**src/rtl/cf_pkg.sv**
```systemverilog
// Package cf_pkg: widths shared by the correction-field expander.
// Assumes the timestamp and reference use the same 2^-8 ns unit.
package cf_pkg;
    localparam int TS_W  = 32;  // truncated timestamp width
    localparam int PAD_W = 8;   // zero bits below the supported precision
    localparam int REF_W = 55;  // reference timer width
    localparam int CF_W  = 64;  // correction field width

    // Upper-part adjustment chosen by the wrap detector.
    typedef enum logic [1:0] {
        ADJ_KEEP = 2'b00,
        ADJ_DEC  = 2'b01,
        ADJ_INC  = 2'b10
    } adj_e;
endpackage

```
**src/rtl/cf_wrap_detect.sv**
```systemverilog
// Module cf_wrap_detect: compares the timestamp with the low word of the
// reference and decides whether the reference upper part must move by one.
// Assumes capture and reference are less than half a window apart.
module cf_wrap_detect
    import cf_pkg::*;
#(
    parameter int W = TS_W
) (
    input  logic [W-1:0] ts,
    input  logic [W-1:0] ref_lo,
    input  logic         cap_after,
    output adj_e         adj
);
    // Pick the correction from the direction and the low-word ordering.
    always_comb begin
        adj = ADJ_KEEP;
        if (cap_after) begin
            if (ts < ref_lo) adj = ADJ_INC;
        end else begin
            if (ts > ref_lo) adj = ADJ_DEC;
        end
    end
endmodule

```
**src/rtl/cf_upper_adjust.sv**
```systemverilog
// Module cf_upper_adjust: applies the chosen +1 / -1 / none correction to
// the reference upper part, modulo 2^W.
// Assumes the adjustment code is one of the three legal values.
module cf_upper_adjust
    import cf_pkg::*;
#(
    parameter int W = REF_W - TS_W
) (
    input  logic [W-1:0] up_in,
    input  adj_e         adj,
    output logic [W-1:0] up_out
);
    localparam logic [W-1:0] ONE = {{(W-1){1'b0}}, 1'b1};

    // Add, subtract or pass the upper part.
    always_comb begin
        unique case (adj)
            ADJ_INC: up_out = up_in + ONE;
            ADJ_DEC: up_out = up_in - ONE;
            default: up_out = up_in;
        endcase
    end
endmodule

```
**src/rtl/cf_expander.sv**
```systemverilog
// Module cf_expander: builds a registered correction field from a 32-bit
// timestamp and a wider timer reference. The upper part is wrap-corrected,
// the timestamp fills the middle and the lowest bits are zero.
// Assumes the reference is taken within a short datapath latency of capture.
module cf_expander
    import cf_pkg::*;
#(
    parameter int TSW  = TS_W,
    parameter int PADW = PAD_W,
    parameter int REFW = REF_W,
    parameter int CFW  = CF_W
) (
    input  logic            clk,
    input  logic            rst_n,
    input  logic            in_valid,
    input  logic [TSW-1:0]  in_ts,
    input  logic [REFW-1:0] in_ref,
    input  logic            in_cap_after,
    output logic            out_valid,
    output logic [CFW-1:0]  out_cf
);
    localparam int UP_W  = REFW - TSW;          // upper part from reference
    localparam int HI_W  = CFW - TSW - PADW;    // field bits above timestamp
    localparam int TS_LO = PADW;                // lowest timestamp bit in field
    localparam int HI_LO = PADW + TSW;          // lowest upper bit in field

    adj_e              adj;
    logic [UP_W-1:0]   up_fix;
    logic [HI_W-1:0]   hi_ext;
    logic [CFW-1:0]    cf_next;

    cf_wrap_detect #(.W(TSW)) u_detect (
        .ts        (in_ts),
        .ref_lo    (in_ref[TSW-1:0]),
        .cap_after (in_cap_after),
        .adj       (adj)
    );

    cf_upper_adjust #(.W(UP_W)) u_adjust (
        .up_in  (in_ref[REFW-1:TSW]),
        .adj    (adj),
        .up_out (up_fix)
    );

    // Widen the corrected upper part to the field width, zero-filling the top.
    generate
        if (HI_W > UP_W) begin : g_pad
            assign hi_ext = {{(HI_W-UP_W){1'b0}}, up_fix};
        end else begin : g_trim
            assign hi_ext = up_fix[HI_W-1:0];
        end
    endgenerate

    // Assemble the field: upper part, timestamp, zero padding.
    always_comb begin
        cf_next = {hi_ext, in_ts, {PADW{1'b0}}};
    end

    // Register the result and its strobe; hold the result when idle.
    always_ff @(posedge clk) begin
        if (!rst_n) begin
            out_valid <= 1'b0;
            out_cf    <= '0;
        end else begin
            out_valid <= in_valid;
            if (in_valid) out_cf <= cf_next;
        end
    end

    // ---------------- assertions ----------------
    assert_valid_follows_R1: assert property (@(posedge clk) disable iff (!rst_n)
        in_valid |=> out_valid);
    assert_valid_idle_R1: assert property (@(posedge clk) disable iff (!rst_n)
        !in_valid |=> !out_valid);
    assert_pad_zero_R2: assert property (@(posedge clk) disable iff (!rst_n)
        out_cf[PADW-1:0] == '0);
    assert_ts_placed_R3: assert property (@(posedge clk) disable iff (!rst_n)
        in_valid |=> out_cf[HI_LO-1:TS_LO] == $past(in_ts));
    assert_equal_keeps_R6: assert property (@(posedge clk) disable iff (!rst_n)
        (in_valid && in_ts == in_ref[TSW-1:0])
        |=> out_cf[HI_LO+UP_W-1:HI_LO] == $past(in_ref[REFW-1:TSW]));
    assert_hold_idle_R8: assert property (@(posedge clk) disable iff (!rst_n)
        !in_valid |=> $stable(out_cf));
    assert_adj_legal_R7: assert property (@(posedge clk) disable iff (!rst_n)
        $onehot0(adj));
endmodule

```
**config.mk**
```make
export PLATFORM = sky130hd
export DESIGN_NAME = cf_expander
export DESIGN_NICKNAME = d
export VERILOG_FILES = /design/src/rtl/cf_pkg.sv /design/src/rtl/cf_wrap_detect.sv /design/src/rtl/cf_upper_adjust.sv /design/src/rtl/cf_expander.sv
export SDC_FILE = /design/constraint.sdc
export NUM_CORES = 1
export LEC_CHECK = 0
export BUFFER_PORTS_ARGS = -buffer_cell sky130_fd_sc_hd__buf_2
export CAP_MARGIN = 40
export CORE_MARGIN = 5
export CORE_UTILIZATION = 54
export CTS_CLUSTER_DIAMETER = 40
export DETAILED_ROUTE_END_ITERATION = 6
export PLACE_DENSITY = 0.95
export SKIP_LAST_GASP = 1
export SLEW_MARGIN = 20
export SYNTH_ARGS = -nofsm -noshare
export SYNTH_HDL_FRONTEND = slang
export SYNTH_SLANG_ARGS = --single-unit
export TNS_END_PERCENT = 10
```
**constraint.sdc**
```tcl
create_clock -name clk -period 8.51 [get_ports clk]
set_input_delay 1.2765 -clock clk [delete_from_list [all_inputs] [get_ports clk]]
set_output_delay 1.2765 -clock clk [all_outputs]
set_load 0.01 [all_outputs]
```
Word-level counts from Yosys, hierarchy flattened --
Cells that the tools add are included.
Operators by class: add/sub/neg operators 2, magnitude comparators 2, eq/ne operators 2, multiplexer cells 4
Operators by type and width (count):
- 23-bit one-hot mux with 2 select lines | 1
- 32-bit > comparator | 1
- 32-bit less-than comparator | 1
- 23-bit by 1-bit adder with 23-bit output, second input constant | 1
- 23-bit by 1-bit subtractor with 23-bit output, second input constant | 1
- 2-bit 2-to-1 mux | 2
- 2-bit by 1-bit == test with 1-bit output, second input constant | 1
- 2-bit == test, second input constant | 1
- 1-bit 2-to-1 mux | 1
Word-level totals: register bits 56, bits of input ports 91, output and inout bits 65, logic and storage cells 12

Depth between registers and ports, before layout --
Gate-level depths: netlist of run 1.
word-level depth 5, gate-level depth with buffers 16

Cells and area by module --
From an unflattened synthesis of run 1, not the netlist that was laid out.
Unflattened totals: cells, all modules 576, area, all modules 4753.3 um^2
Modules (own cells, without submodules):
- cf_expander | instances 1, cells an instance 189, area an instance 2197.1 um^2, sequential area each 1121.1 um^2
- cf_upper_adjust | instances 1, cells an instance 274, area an instance 1746.7 um^2, sequential area each 0.0 um^2
- cf_wrap_detect | instances 1, cells an instance 113, area an instance 809.5 um^2, sequential area each 0.0 um^2

Least setup slack after synthesis of run 1 --
Ideal clock, no wire load.
kind input to register, from input in_ref[1], to register out_cf[61], library setup time 126 ps, data arrival time 4474 ps, required time 8384 ps, setup slack 3910 ps, stages 15, buffers on the path 0, cells stage by stage inv_1 ha_1 nor2b_2 o211ai_1 a2111o_1 a41oi_2 o21a_4 ha_1 a2111oi_0 o21ai_0 a41oi_2 o21ai_2 a221oi_2 xor2_1 o21ai_0
Between the ends: longest elaborated chain between the ends 5, elaborated cells between the ends (all ways) 8
Ends and longest elaborated chain:
- start, declared | RTL line cf_expander.sv:17 | input logic [REFW-1:0] in_ref,
- 32-bit > comparator / 32-bit less-than comparator (equally long branches) | RTL line cf_wrap_detect.sv:20, cf_wrap_detect.sv:18
- 1-bit 2-to-1 mux / 2-bit 2-to-1 mux (equally long branches) | RTL line cf_wrap_detect.sv:20, cf_wrap_detect.sv:18
- 2-bit 2-to-1 mux * | RTL line cf_wrap_detect.sv:17 | if (cap_after) begin
- 2-bit by 1-bit == test with 1-bit output / 2-bit == test (equally long branches) | RTL line cf_upper_adjust.sv:17 | unique case (adj)
- 23-bit one-hot mux with 2 select lines * | RTL line cf_upper_adjust.sv:17
- end signal, assigned | RTL line cf_expander.sv:66 | if (in_valid) out_cf <= cf_next;
- end, declared | RTL line cf_expander.sv:20 | output logic [CFW-1:0] out_cf
Every way passes the cells marked *; elsewhere a longest branch is shown, timed or not. A chain may end at the register's enable or synchronous reset.

Worst setup path after layout of run 1 --
from input in_ts[30], to register out_cf[61]
Between the ends: longest elaborated chain between the ends 5, elaborated cells between the ends (all ways) 8
Ends and longest elaborated chain:
- start, declared | RTL line cf_expander.sv:16 | input logic [TSW-1:0] in_ts,
- 32-bit > comparator / 32-bit less-than comparator (equally long branches) | RTL line cf_wrap_detect.sv:20, cf_wrap_detect.sv:18
- 1-bit 2-to-1 mux / 2-bit 2-to-1 mux (equally long branches) | RTL line cf_wrap_detect.sv:20, cf_wrap_detect.sv:18
- 2-bit 2-to-1 mux * | RTL line cf_wrap_detect.sv:17
- 2-bit by 1-bit == test with 1-bit output / 2-bit == test (equally long branches) | RTL line cf_upper_adjust.sv:17
- 23-bit one-hot mux with 2 select lines * | RTL line cf_upper_adjust.sv:17
Marked as above.

==> results.md, run 1 <==
- Relative slew slack: 0.6218
- Worst Path Buf+Inv: 1
- Setup TNS: 0 ns
- Syn Std Cell Area: roughly 0.0042 mm^2
- Worst-path clk slew: 0.09 ns
- Routed via count: 4170
- Tightest Pin Transition: roughly 0.56 ns
- Seq/Total Area, Yosys: 0.2680
- Crit share post-route: 0.6002
- Non-filler instance count after layout: approximately 740
- Design area: between 0.005 and 0.006 mm^2
- Vias per std cell: approximately 5.7
- Crit path DAT: 5.29 ns
- Tmin final: 5.107 ns
- Startpoint Class: input pin
- Tot GR Track Use: 0.2337
- Compound-Gate Fraction of Synth Area: 0.2133
- GRT overflow: 0
- DRT antenna net count: 0
- Number of flops mapped to enable cells by yosys: 0
- Clk network pwr share: 0.241
- Clk_lat worst skew: roughly 0.31 ns
- Antenna diodes: 0
- Post-synth ARST share: 0
- Place WS: ~3.3 ns
- Setup repair bufs after CTS: 0
- Slew Viols, Final: 0
- Run status: complete, no violations
- Minimum hold slack: about 0.5 ns
- CP Capture Type: register
- First-pass iteration count of the detailed router: 5
- Detailed Place HPWL: approximately 9.4 mm
- RSZ-0062 raised after global routing: no
- Avg Inst Size Synth: 8.484 um^2
- Remaining DRCs: 0
- Area of placed instances: between 0.004 and 0.005 mm^2
- Sink Count: 56
- Drt first-iter violations: between 150 and 200
- Register bit total from synthesis: 56
- Combinational power share: 0.363
- Max-cap violations: 0
- Worst-path fanout max: 28
- Die height: 98.01 um
- Yosys warnings: 0
- Xor/xnor share of the synthesized area: 0.03560
- Hold Violations, Final: 0
- Switching power: about 0.00025 W
- TritonCTS Buffers: 5
- Die area: 0.009606 mm^2
- Internal: slightly below 0.0005 W
- Final setup margin: 3.403 ns
- Sequential power share: 0.397
- Fmax: between 150 and 200 MHz
- Largest net degree at the start of global routing: a little under 80
- Top_reg_cell synth: dfxtp_1
- WS Path Type: input pin to register
- Largest family of logic cells by synthesized area: compound AO/OA/AOI/OAI gates
- Post-synthesis adder-cell area fraction: 0.1633
- Core Area: 0.007647 mm^2
- Share of cells above drive strength 1: 0.2670
- Final wirelength: ~12 mm
- FP Rows: 32
- Fraction of the mapped netlist area in simple logic gates: 0.1310
- Leak pwr: around 2.7 nW
- Clk buf depth: 2
- Hold WC Path Type: register to register
- Post-synthesis cell count: 493
- Gpl congestion: roughly 0.94
- Number of global-route vias before repair: roughly 4100
- Area Overhead vs Synth: 21.78%
- Max incr delay on CP: 0.46 ns
- Cts hold-fix bufs: 0
- IO buf count: roughly 150
- Max rail drop VDD: between 0.00007 and 0.00008 V
- Worst Clk Skew: 0 ns
- IO Count: 156
- DR WL/cell: between 15 and 20 um
- Root Buffer: clkbuf_8
- Sw Share: 0.3408
- Synth cell types: 53
- Mux cell area share after synthesis: 0.1149
- Final setup viols: 0
- Initial core utilization: 0.5470
- Number of placed instances, taps included: ~730
- # nets final: 777
- Cell Pwr Density: 144.8 mW/mm^2
- H-tree depth: 2
- CP delay by family, top: compound AO/OA/AOI/OAI gates
- CP required: 8.69 ns
- Cell with the largest stage delay on the worst path: a2111oi_0
- Initial antenna violation count: 0
- Die Span X: 98.01 um
- CTS tree: done
- PostCTS Resize Cnt: 0
- CP Cell Sequence: buf_2, ha_1, nand4_1, nor4_2, nand2_1, a41oi_2, o21a_4, ha_1, a2111oi_0, o21ai_0, a41oi_2, o21ai_2, a221oi_2, xor2_1, o21ai_0
- First-pass GRT wire length: between 15 and 20 mm
-- area by class of cell --
class / count / area [um^2]
clock buffer: 5 / 68.82
multi-input combinational: 379 / 2786
tap: 102 / 127.6
timing repair buffer: 149 / 793.3
fill: 620 / 2554
clock inverter: 3 / 42.54
sequential: 56 / 1121
inverter: 41 / 153.9
-- power by group through the flow --
stage | sequential [W] | combinational (W) | clock, W
floorplan | 0.000307 | 0.000173 | 0
global placement | 0.000297 | 0.000251 | 0
detailed placement | 0.000298 | 0.000262 | 0
CTS | 0.000292 | 0.000264 | 0.000182
global route | 0.000295 | 0.000294 | 0.000195
finish | 0.000292 | 0.000267 | 0.000178
-- per-stage QoR --
step	total power [W]	util
floorplan	0.0004804	-
global placement	0.0005477	0.6443
detailed placement	0.0005608	0.6479
CTS	0.0007388	0.6625
global route	0.0007839	0.6661
finish	0.0007373	0.6661
-- registers in the layout, summed over array words and instances, names as in the netlist --
register and cells:
out_cf 55, out_valid 1
-- tightest hold or removal path, cell delays in order, from the launching register on --
cell and delay (ns):
dfxtp_1 0.33, mux2i_1 0.06, nor2_1 0.08
-- cell usage in the layout (no fill, tap or decap), types with 2 or more instances in the layout --
cell      count
a41oi_2       2
o21ai_0      39
a21o_1       11
o21bai_1      4
nor3_1        2
and3_1        2
nand2_1      25
inv_1        40
nand2b_1      3
o211ai_1      5
nand4_1       7
a211oi_1      4
nor2_1       45
clkbuf_8      5
nor3b_1       4
dfxtp_1      56
ha_1         53
o21a_1        6
o31ai_1       4
nand3_1       5
a221oi_2      2
or3_1         5
buf_2       146
nand3b_1      7
xor2_1        7
xnor2_1      10
a211o_1       2
a31oi_1       4
a41oi_1       2
conb_1        9
a21oi_1      45
buf_16        2
mux2i_1      48
-- logic make-up (layout without fill, tap and decap cells) --
kind of cell	count (synthesis)	in the layout
compound gates	139	139
simple gates	112	112
buf+inv	66	198
flops	56	56
xor+xnor	17	17
other cells	1	9
fa+ha+maj	54	54
mux	48	48
-- path summary, 6_finish.rpt --
path | slack, ns | end | cells past startpoint | startpoint
worst max register to register | 7.66 | out_cf[56] | 3 | out_cf[56]
worst max-delay path | 3.40 | out_cf[61] | 15 | in_ts[30]
worst min register to register | 0.50 | out_cf[36] | 2 | out_cf[36]
worst min-delay path | 0.50 | out_cf[36] | 2 | out_cf[36]
-- routing by layer --
layer,part of all wire,up-vias,global-route usage
met2,0.50,170,0.4204
met4,0.032,0,0.09372
met3,0.057,36,0.03071
met1,0.41,1937,0.2798
met5,0,-,0
li1,-,2027,-
-- Yosys cell counts, types with 2 or more instances --
master    instances  area [um^2]
xnor2_1          10        87.58
nand2b_1          3        18.77
o211ai_1          5        37.54
xor2_1            7        61.31
nand3_1           5        25.02
a41oi_1           2        17.52
ha_1             53        663.1
a21o_1           11        82.58
a211oi_1          4        30.03
a21oi_1          45        225.2
nand4_1           7        43.79
o21ai_0          39        195.2
o31ai_1           4        30.03
dfxtp_1          56         1121
a41oi_2           2        32.53
o21bai_1          4        30.03
nor3_1            2        10.01
and3_1            2        12.51
clkbuf_1         13        48.80
nor2_1           45        168.9
or3_1             5        31.28
nand3b_1          7        52.55
a211o_1           2        17.52
nor3b_1           4        30.03
inv_1            40        150.1
a221oi_2          2        30.03
mux2i_1          48        480.5
nand2_1          25        93.84
a31oi_1           4        25.02
o21a_1            6        45.04
buf_4             9        67.56
Power figures use the tool's default switching activity.
==> run 2, diff against run 1 <==
--- a/config.mk
+++ b/config.mk
@@ -5,13 +5,14 @@
 export SDC_FILE = /design/constraint.sdc
 export NUM_CORES = 1
 export LEC_CHECK = 0
+export ABC_AREA = 1
 export BUFFER_PORTS_ARGS = -buffer_cell sky130_fd_sc_hd__buf_2
 export CAP_MARGIN = 40
 export CORE_MARGIN = 5
-export CORE_UTILIZATION = 54
+export CORE_UTILIZATION = 47
 export CTS_CLUSTER_DIAMETER = 40
 export DETAILED_ROUTE_END_ITERATION = 6
-export PLACE_DENSITY = 0.95
+export PLACE_DENSITY = 0.87
 export SKIP_LAST_GASP = 1
 export SLEW_MARGIN = 20
 export SYNTH_ARGS = -nofsm -noshare
==> constraint.sdc (replaced) <==
create_clock -name clk -period 4.4 [get_ports clk]
set_input_delay 0.66 -clock clk [delete_from_list [all_inputs] [get_ports clk]]
set_output_delay 0.66 -clock clk [all_outputs]
set_load 0.01 [all_outputs]
==> run 2 against run 1 <==
Effect of this change: synthesized area increased by 10%; combinational power up 120%; critical path depth grew 7; clock power is 98% higher; register-to-register slack got worse by 3.9 ns; largest cell class unchanged; die area is 24% higher.
==> results.md, run 2 <==
- Run status: complete, no violations
- Vias per std cell: 5.039
- Register bit total from synthesis: 56
- Post-synthesis cell count: between 700 and 800
- Max-cap violations: 0
- Worst Path Buf+Inv: 4
- DRT antenna net count: 0
- Fmax: roughly 290 MHz
- Detailed Place HPWL: 10.66 mm
- Area Overhead vs Synth: 19.67%
- Cts hold-fix bufs: 0
- Most numerous cell in the Yosys netlist: nand2_1
- Tmin final: approximately 3.4 ns
- H-tree depth: 2
- Hold WC Path Type: register to register
- RSZ-0062 raised after global routing: no
- Setup repair bufs after CTS: 0
- Cell Pwr Density: 271.0 mW/mm^2
- Clk buf depth: 2
- Crit path DAT: 3.62 ns
- Final setup viols: 0
- Worst Clk Skew: 0 ns
- Max rail drop VDD: around 0.00014 V
- Top_reg_cell synth: dfxtp_1
- Hold Violations, Final: 0
- TritonCTS Buffers: 5
- FP Rows: 36
- IO Count: around 160
- PostCTS Resize Cnt: 0
- Post-synth ARST share: 0
- Total power: about 0.0015 W
- Die Span X: between 100 and 150 um
- Tot GR Track Use: 0.2205
- Max incr delay on CP: just over 0.3 ns
- Largest reg by FF count: out_cf
- Root Buffer: clkbuf_8
- Gpl congestion: between 0.9 and 1
- Synth cell types: 35
- Leak pwr: approximately 3.2 nW
- IO buf count: 146
- Initial core utilization: 0.4767
- Commonest non-fill, non-tap cell in the layout: nand2_1
- Number of flops mapped to enable cells by yosys: 0
- Max reg flops: 55
- Remaining DRCs: 0
- Share of cells above drive strength 1: 0.1972
- GRT overflow: 0
- Synth top cells by count: nand2_1, inv_1, nor2_1, nand3_1, a21oi_1
- CP delay by family, top: simple AND/OR/NAND/NOR gates
- CP required: between 4 and 5 ns
- Layout filler cell count: between 900 and 1000
- Initial antenna violation count: 0
- Sink Count: 56
- Synth top area cells: dfxtp_1, ha_1, nand2_1, inv_1, nor2_1
- Die area: about 0.012 mm^2
- Tightest Pin Transition: between 0.7 and 0.8 ns
- Cell with the largest stage delay on the worst path: a21oi_1
- Avg Inst Size Synth: around 6.3 um^2
- First-pass GRT wire length: approximately 21 mm
- Yosys warnings: 0
- Crit share post-route: 0.7813
- Setup TNS: 0 ns
- CTS tree: done
- # nets final: slightly above 1000
- Largest net degree at the start of global routing: 60
- Die height: roughly 110 um
- Startpoint Class: input pin
- Relative slew slack: 0.5073
- Most frequent cells in the layout: nand2_1, buf_2, inv_1
- Worst-path clk slew: 0.10 ns
- Syn Std Cell Area: about 0.0046 mm^2
- Post-synth top area share: 0.2428
- Slew Viols, Final: 0
- Routed via count: between 5000 and 6000
- Drt first-iter violations: approximately 330
- Most common cell on crit path: nand2_1
- Clk_lat worst skew: between 0.3 and 0.4 ns
- Core Area: ~0.0097 mm^2
- Number of global-route vias before repair: 4700
- DR WL/cell: about 13 um
- Worst-path fanout max: 11
- First-pass iteration count of the detailed router: 5
- Final wirelength: about 13 mm
- Biggest regs: out_cf (55), out_valid (1)
- Antenna diodes: 0
- Seq/Total Area, Yosys: 0.2428
- CP Cell Sequence: buf_2, inv_1, ha_1, nand2_1, nor2_1, nand2_1, nor3_1, nand2_1, nand2_1, nand2_2, nand2_2, nand2_4, inv_1, buf_4, ha_1, a21oi_1, nand3_2, a21oi_1, xor2_1, nand2_1, nand3_1, a21oi_1
- Post-synth top area cell: dfxtp_1
- WS Path Type: input pin to register
- CP Capture Type: register
==> run 2: changes by cell type after synthesis, sizes merged, moves of 6 or more <==
cell    delta
a21o       -9
a21oi     +15
mux2i     -48
nand4      +9
nand3     +63
inv       +64
nand2    +138
nand3b     -6
nor2      +53
==> run 2: cell type report <==
class / instances / area [um^2] / share of cell area
Sequential cell: 56 / 1121 / 0.2029
Timing Repair Buffer: 153 / 783.3 / 0.1418
Inverter: 105 / 394.1 / 0.07133
Tap cell: 133 / 166.4 / 0.03012
Multi-Input combinational cell: 545 / 2945 / 0.5331
Clock inverter: 3 / 46.29 / 0.008379
Clock buffer: 5 / 68.82 / 0.01245
==> run 2: cells by family after synthesis <==
logic type | count (synthesis) | synth area share
xor+xnor | 13 | 0.02466
simple gates | 355 | 0.3271
buf+inv | 137 | 0.1257
fa+ha+maj | 54 | 0.1480
compound gates | 114 | 0.1309
flops | 56 | 0.2428
other cells | 1 | 0.0008122
==> run 2: where the power goes <==
group          internal, W  leakage [nW]  switching [W]  total (W)
clock network     0.000173        0.0600       0.000180   0.000353
registers         0.000549         0.465      0.0000185   0.000567
logic             0.000223          2.65       0.000355   0.000577
total             0.000944          3.17       0.000553    0.00150
==> run 2: routing by layer <==
metal	part of all wire	global-route usage
met2	0.48	0.3912
met4	0.015	0.06492
met3	0.066	0.03138
met1	0.44	0.2756
met5	0	0
==> run 2: metrics by stage <==
| stage | setup WS, ns | utilization | std cells | instance area [um^2] | hold WS, ns |
|---|---|---|---|---|---|
| 5_1_grt | 0.6353 | 0.5705 | 1000 | 5525 | 0.4886 |
| 3_3_place_gp | 0.6544 | 0.5587 | 992 | 5410 | 0.4519 |
| 2_1_floorplan | 0.7619 | - | 738 | 4647 | 0.4897 |
| 6_report | 0.9623 | 0.5705 | 1000 | 5525 | 0.4699 |
| 4_1_cts | 0.9718 | 0.5705 | 1000 | 5525 | 0.4685 |
| 3_5_place_dp | 0.6475 | 0.5587 | 992 | 5410 | 0.4529 |
==> run 2: worst paths after layout <==
path,startpoint,to,slack [ns],cells after the start
max,in_ref[14],out_cf[50],0.96,22
min,out_cf[43],out_cf[43],0.47,2
max reg2reg,out_cf[62],out_cf[62],3.72,4
min reg2reg,out_cf[43],out_cf[43],0.47,2
==> run 2: worst reg2reg max path, delay by kind of cell, from the launching register on <==
kind,cells,cell delay [ns]
DFF,1,0.32
and+or+nand+nor,3,0.23
buffers and inverters,1,0.04
